==> src/rtl/cellcnt_pkg.sv <==
// Package: shared helpers for the received-cell counter block.
// Assumes: nothing beyond IEEE 1800-2017 constant functions.
package cellcnt_pkg;

    // Width of an index able to address n channels (at least one bit).
    function automatic int idx_width(input int n);
        return (n > 1) ? $clog2(n) : 1;
    endfunction

endpackage

==> src/rtl/cellcnt_roll_counter.sv <==
// Module: one free-running wrap counter with a sticky wrap flag.
// What it does: counts inc pulses, wraps at all-ones, and sets flag on a wrap.
// Assumes: clr is a one-cycle software strobe; a wrap in the same cycle as
// clr leaves the flag set.
module cellcnt_roll_counter #(
    parameter int W = 16
) (
    input  logic         clk,
    input  logic         rst_n,
    input  logic         inc,
    input  logic         clr,
    output logic [W-1:0] count,
    output logic         flag,
    output logic         wrap
);
    localparam logic [W-1:0] TOP = {W{1'b1}};

    // Wrap pulse: this increment takes the count from all-ones to zero.
    always_comb wrap = inc && (count == TOP);

    // Counter register: advance on every inc.
    always_ff @(posedge clk) begin
        if (!rst_n)   count <= '0;
        else if (inc) count <= count + 1'b1;
    end

    // Sticky flag: a wrap sets it, clr alone clears it, the wrap wins.
    always_ff @(posedge clk) begin
        if (!rst_n)    flag <= 1'b0;
        else if (wrap) flag <= 1'b1;
        else if (clr)  flag <= 1'b0;
    end

    p_incr_r1: assert property (@(posedge clk) disable iff (!rst_n)
        inc |=> count == W'($past(count) + 1'b1));
    p_hold_r1: assert property (@(posedge clk) disable iff (!rst_n)
        !inc |=> $stable(count));
    p_sticky_r2: assert property (@(posedge clk) disable iff (!rst_n)
        (flag && !clr) |=> flag);
    p_roll_wins_r7: assert property (@(posedge clk) disable iff (!rst_n)
        (inc && count == TOP) |=> flag);
endmodule

==> src/rtl/cellcnt_svc_track.sv <==
// Module: service-request combiner and service-port register.
// What it does: ORs the enabled wrap flags into one request line and
// records the index of the channel that wrapped most recently.
// Assumes: at most one channel wraps per cycle (one arrival strobe).
module cellcnt_svc_track #(
    parameter int N_CH = 6,
    parameter int CH_W = 3
) (
    input  logic            clk,
    input  logic            rst_n,
    input  logic [N_CH-1:0] ch_wrap,
    input  logic [N_CH-1:0] ch_flag,
    input  logic            glob_flag,
    input  logic            glob_se,
    input  logic            ch_se,
    output logic            svc_req,
    output logic [CH_W-1:0] svc_port
);
    logic [CH_W-1:0] wrap_idx;
    logic            any_wrap;

    // Encoder: index of the wrapping channel.
    always_comb begin
        wrap_idx = '0;
        any_wrap = 1'b0;
        for (int i = 0; i < N_CH; i++) begin
            if (ch_wrap[i]) begin
                wrap_idx = CH_W'(i);
                any_wrap = 1'b1;
            end
        end
    end

    // Request line: each flag source gated by its own enable.
    always_comb svc_req = (glob_se && glob_flag) || (ch_se && (|ch_flag));

    // Port register: capture the latest wrapping channel.
    always_ff @(posedge clk) begin
        if (!rst_n)        svc_port <= '0;
        else if (any_wrap) svc_port <= wrap_idx;
    end

    p_one_wrap_r6: assert property (@(posedge clk) disable iff (!rst_n)
        $onehot0(ch_wrap));
    p_port_hold_r6: assert property (@(posedge clk) disable iff (!rst_n)
        !(|ch_wrap) |=> $stable(svc_port));
endmodule

==> src/rtl/cell_count_svc.sv <==
// Module: top of the received-cell counters with rollover service.
// What it does: one global counter over all arrivals, one counter per
// channel, sticky wrap flags, a gated service request and a port field.
// Assumes: one arrival per cycle at most; indices >= N_CH count globally only.
module cell_count_svc
    import cellcnt_pkg::*;
#(
    parameter int N_CH  = 6,
    parameter int CNT_W = 16,
    parameter int CH_W  = idx_width(N_CH)
) (
    input  logic             clk,
    input  logic             rst_n,
    input  logic             cell_vld,
    input  logic [CH_W-1:0]  cell_ch,
    input  logic             glob_clr,
    input  logic [N_CH-1:0]  ch_clr,
    input  logic             glob_se,
    input  logic             ch_se,
    input  logic [CH_W-1:0]  rd_ch,
    output logic [CNT_W-1:0] glob_count,
    output logic [CNT_W-1:0] ch_count,
    output logic             glob_roll,
    output logic [N_CH-1:0]  ch_roll,
    output logic             svc_req,
    output logic [CH_W-1:0]  svc_port
);
    logic [CNT_W-1:0] ch_cnt [N_CH];
    logic [N_CH-1:0]  ch_inc;
    logic [N_CH-1:0]  ch_wrap;
    logic             glob_wrap;

    // Global counter: every arrival strobe counts.
    cellcnt_roll_counter #(.W(CNT_W)) u_glob (
        .clk   (clk),
        .rst_n (rst_n),
        .inc   (cell_vld),
        .clr   (glob_clr),
        .count (glob_count),
        .flag  (glob_roll),
        .wrap  (glob_wrap)
    );

    // Per-channel counters: one per channel index.
    for (genvar g = 0; g < N_CH; g++) begin : g_ch
        assign ch_inc[g] = cell_vld && (cell_ch == CH_W'(g));
        cellcnt_roll_counter #(.W(CNT_W)) u_cnt (
            .clk   (clk),
            .rst_n (rst_n),
            .inc   (ch_inc[g]),
            .clr   (ch_clr[g]),
            .count (ch_cnt[g]),
            .flag  (ch_roll[g]),
            .wrap  (ch_wrap[g])
        );
    end

    // Read mux: selected channel's count, zero for out-of-range selects.
    always_comb begin
        ch_count = '0;
        for (int i = 0; i < N_CH; i++) begin
            if (rd_ch == CH_W'(i)) ch_count = ch_cnt[i];
        end
    end

    // Service request and port field.
    cellcnt_svc_track #(.N_CH(N_CH), .CH_W(CH_W)) u_svc (
        .clk       (clk),
        .rst_n     (rst_n),
        .ch_wrap   (ch_wrap),
        .ch_flag   (ch_roll),
        .glob_flag (glob_roll),
        .glob_se   (glob_se),
        .ch_se     (ch_se),
        .svc_req   (svc_req),
        .svc_port  (svc_port)
    );

    p_oor_no_ch_r3: assert property (@(posedge clk) disable iff (!rst_n)
        (cell_vld && (int'(cell_ch) >= N_CH)) |-> (ch_inc == '0));
    p_no_req_r5: assert property (@(posedge clk) disable iff (!rst_n)
        (!glob_se && !ch_se) |-> !svc_req);
    p_glob_wrap_r2: assert property (@(posedge clk) disable iff (!rst_n)
        glob_wrap |=> (glob_roll && glob_count == '0));
endmodule

==> config.mk <==
export PLATFORM = sky130hd
export DESIGN_NAME = cell_count_svc
export DESIGN_NICKNAME = d
export VERILOG_FILES = /design/src/rtl/cellcnt_pkg.sv /design/src/rtl/cellcnt_roll_counter.sv /design/src/rtl/cellcnt_svc_track.sv /design/src/rtl/cell_count_svc.sv
export SDC_FILE = /design/constraint.sdc
export NUM_CORES = 1
export LEC_CHECK = 0
export BUFFER_PORTS_ARGS = -buffer_cell sky130_fd_sc_hd__buf_2
export CAP_MARGIN = 20
export CELL_PAD_IN_SITES_DETAIL_PLACEMENT = 1
export CELL_PAD_IN_SITES_GLOBAL_PLACEMENT = 2
export CORE_MARGIN = 5
export CORE_UTILIZATION = 40
export DETAILED_ROUTE_END_ITERATION = 8
export PLACE_DENSITY_LB_ADDON = 0.15
export SYNTH_ARGS = -nofsm -noshare
export SYNTH_HDL_FRONTEND = slang
export SYNTH_SLANG_ARGS = --single-unit
==> constraint.sdc <==
create_clock -name clk -period 5.9 [get_ports clk]
set_clock_uncertainty 0.2 [all_clocks]
set_input_delay 1.18 -clock clk [delete_from_list [all_inputs] [get_ports clk]]
set_output_delay 1.18 -clock clk [all_outputs]
set_load 0.005 [all_outputs]
==> run summary <==
crit path DAT -> 3.10 ns
Die W -> 136 um
Crit Path Class -> in2out
Worst slew margin -> 0.303
share of synthesized registers carrying an async set or reset -> 0
RR Endpoint -> u_svc.svc_port[0]$_SDFFE_PN0P_
Main synth FF type -> dfxtp_1
Synth area leaders -> dfxtp_1, and2_1, xnor2_1
CTS tree -> built
Std-Cell Rows -> 46
Via density -> 5.34
Remaining DRCs -> 0
fin util -> 0.470
Register-to-Register Path Depth -> 5
Clock Pin Slew Worst Setup and Hold Paths -> 0.06 ns
Slew Viols, Final -> 0
crit path from -> rd_ch[0]
worst endpoint required time -> 4.52 ns
RSZ-0062 raised after global routing -> no
setup TNS -> 0 ns
Setup crit end -> ch_count[15]
Num CTS Buffers -> 17
final hold vios -> 0
Sink Count -> 122
Switching Fraction -> 0.221
Seq/Total Area, Yosys -> 0.382
H-Tree Depth -> 4
Via Count -> 5271
worst hold stages -> 2
hold slack final -> 0.282 ns
Sw Pwr -> 0.433 mW
root buf cell -> clkbuf_16
placed cells -> 956
Reg power frac -> 0.424
Max Cap Viol -> 0
Post-Syn Instances -> 717
Mapped Avg Cell Area -> 8.91 um2
Final #Nets -> 785
GP Congestion -> 0.835
antenna viol nets, final -> 0
cts repair resizes -> 0
Synth top area share -> 0.382
PwrDens -> 264 nW/um2
min-delay worst type -> reg2reg
DIE HEIGHT -> 136 um
internal power -> 1.53 mW
Final Total Pwr -> 1.96 mW
number of distinct library cells after synthesis -> 47
most common cell after layout, fill and taps aside -> dfxtp_1
fillers -> 1880
r2r setup slk -> 3.45 ns
Cell Area, Synth -> 6390 um2
Min Clock Period, post-route -> 4.48 ns
Layout area overhead -> 16.1%
layout cells sized above 1 -> 0.140
Max clock buf depth -> 2
hold_buf cts -> 0
largest net degree at the start of global routing -> 72
worst-margin pin slew -> 1.05 ns
antenna cells -> 0
crit share post-route -> 0.760
drt initial violations -> 320
grt ovf -> 0
Yosys reg bits -> 122
io pins -> 61
final worst slack -> 1.42 ns
post-synth top area cell -> dfxtp_1
initial antenna violation count -> 0
number of port buffers -> 60
Setup Buffers After CTS -> 0
Logic pwr share -> 0.033
final wirelength -> 18500 um
Fmax -> 0.223 GHz
Worst setup EP type -> output port
number of synthesized flops with an enable pin -> 0
die area -> 18600 um2
Initial Utilization -> 0.405
number of global-route vias before repair -> 5349
clock latency at the later pin of the worst-skew pair -> 0.42 ns
first-pass GRT wire length -> 29000 um
detailed-route wire length per cell -> 18.7 um
status -> completed
Syn Nets -> 742
Worst VDD drop -> 192 uV
# setup viols final -> 0
core area -> 15800 um2
r2r startpoint -> g_ch[2].u_cnt.count[2]$_SDFFE_PN0P_
Static Leak -> 3.02 nW
CP Max Fanout -> 34
Initial DRT Pass Iterations -> 5
HPWL after DPL -> 13400 um
Critical Path Source Type -> input pin
GRT Total Usage -> 0.204
Clock power frac -> 0.543
commonest cells after routing, fill and taps aside -> dfxtp_1, and2_1, nand2_1
pre-CTS WS -> 1.46 ns
Finished Cell Area -> 7420 um2
Placed Area -> 6790 um2
non-filler instance count after layout -> 988
total of warnings raised by yosys -> 0
## cell type report
class	count	area (um2)	share of cell area
repair buffers	65	350	0.0472
multi-input cells	542	3700	0.499
inverters	12	45.0	0.00607
well taps	216	270	0.0364
clock inverters	9	114	0.0153
flip-flops and latches	122	2440	0.329
clock buffers	22	494	0.0666
## worst min path at each step
stage	start	to
floorplan	u_svc.svc_port[2]$_SDFFE_PN0P_	u_svc.svc_port[2]$_SDFFE_PN0P_
global placement	u_svc.svc_port[0]$_SDFFE_PN0P_	u_svc.svc_port[0]$_SDFFE_PN0P_
detailed placement	u_svc.svc_port[0]$_SDFFE_PN0P_	u_svc.svc_port[0]$_SDFFE_PN0P_
CTS	u_svc.svc_port[0]$_SDFFE_PN0P_	u_svc.svc_port[0]$_SDFFE_PN0P_
global route	u_svc.svc_port[0]$_SDFFE_PN0P_	u_svc.svc_port[0]$_SDFFE_PN0P_
finish	u_svc.svc_port[2]$_SDFFE_PN0P_	u_svc.svc_port[2]$_SDFFE_PN0P_
## kinds of logic after synthesis
| group | Yosys count | synth area share |
|---|---|---|
| DFF | 122 | 0.382 |
| adders and majority gates | 7 | 0.0137 |
| and+or+nand+nor | 337 | 0.303 |
| buffers and inverters | 53 | 0.0382 |
| AOI/OAI and AO/OA | 72 | 0.0760 |
| muxes | 34 | 0.0611 |
| xor gates and xnor gates | 92 | 0.126 |
## layer usage
layer | track usage | vias to the layer above | part of all wire
met3 | 0.0625 | 19 | 0.063
met2 | 0.303 | 124 | 0.44
met4 | 0.0705 | 0 | 0.017
li1 | - | 2555 | -
met1 | 0.281 | 2573 | 0.48
met5 | 0 | - | 0
## state kept, by name, summed over array words and instances, names as in the netlist
signal / flops
g_ch.u_cnt.count: 96
g_ch.u_cnt.flag: 6
u_glob.count: 16
u_glob.flag: 1
u_svc.svc_port: 3
## Yosys cell counts (all sizes together) (20+ instances only)
library cell,instances
mux2i,30
dfxtp,122
nor3,22
xor2,37
and3,22
nand2,70
and2,89
nand4,26
xnor2,55
clkbuf,25
nor2,20
nand3,28
## worst max-delay path, cell delays in order
cell and delay, ns:
buf_2 0.76, and2_1 0.53, a21oi_1 0.15, o221ai_1 0.27, buf_2 0.17
## power by group through the flow
stage | sequential [mW] | clock (mW) | combinational [mW]
2_1_floorplan | 0.848 | 0 | 0.0451
3_3_place_gp | 0.849 | 0 | 0.0622
3_5_place_dp | 0.850 | 0 | 0.0641
4_1_cts | 0.832 | 1.08 | 0.0643
5_1_grt | 0.832 | 1.12 | 0.0711
6_report | 0.832 | 1.06 | 0.0651
No activity file was read; power rests on OpenSTA's default activity.
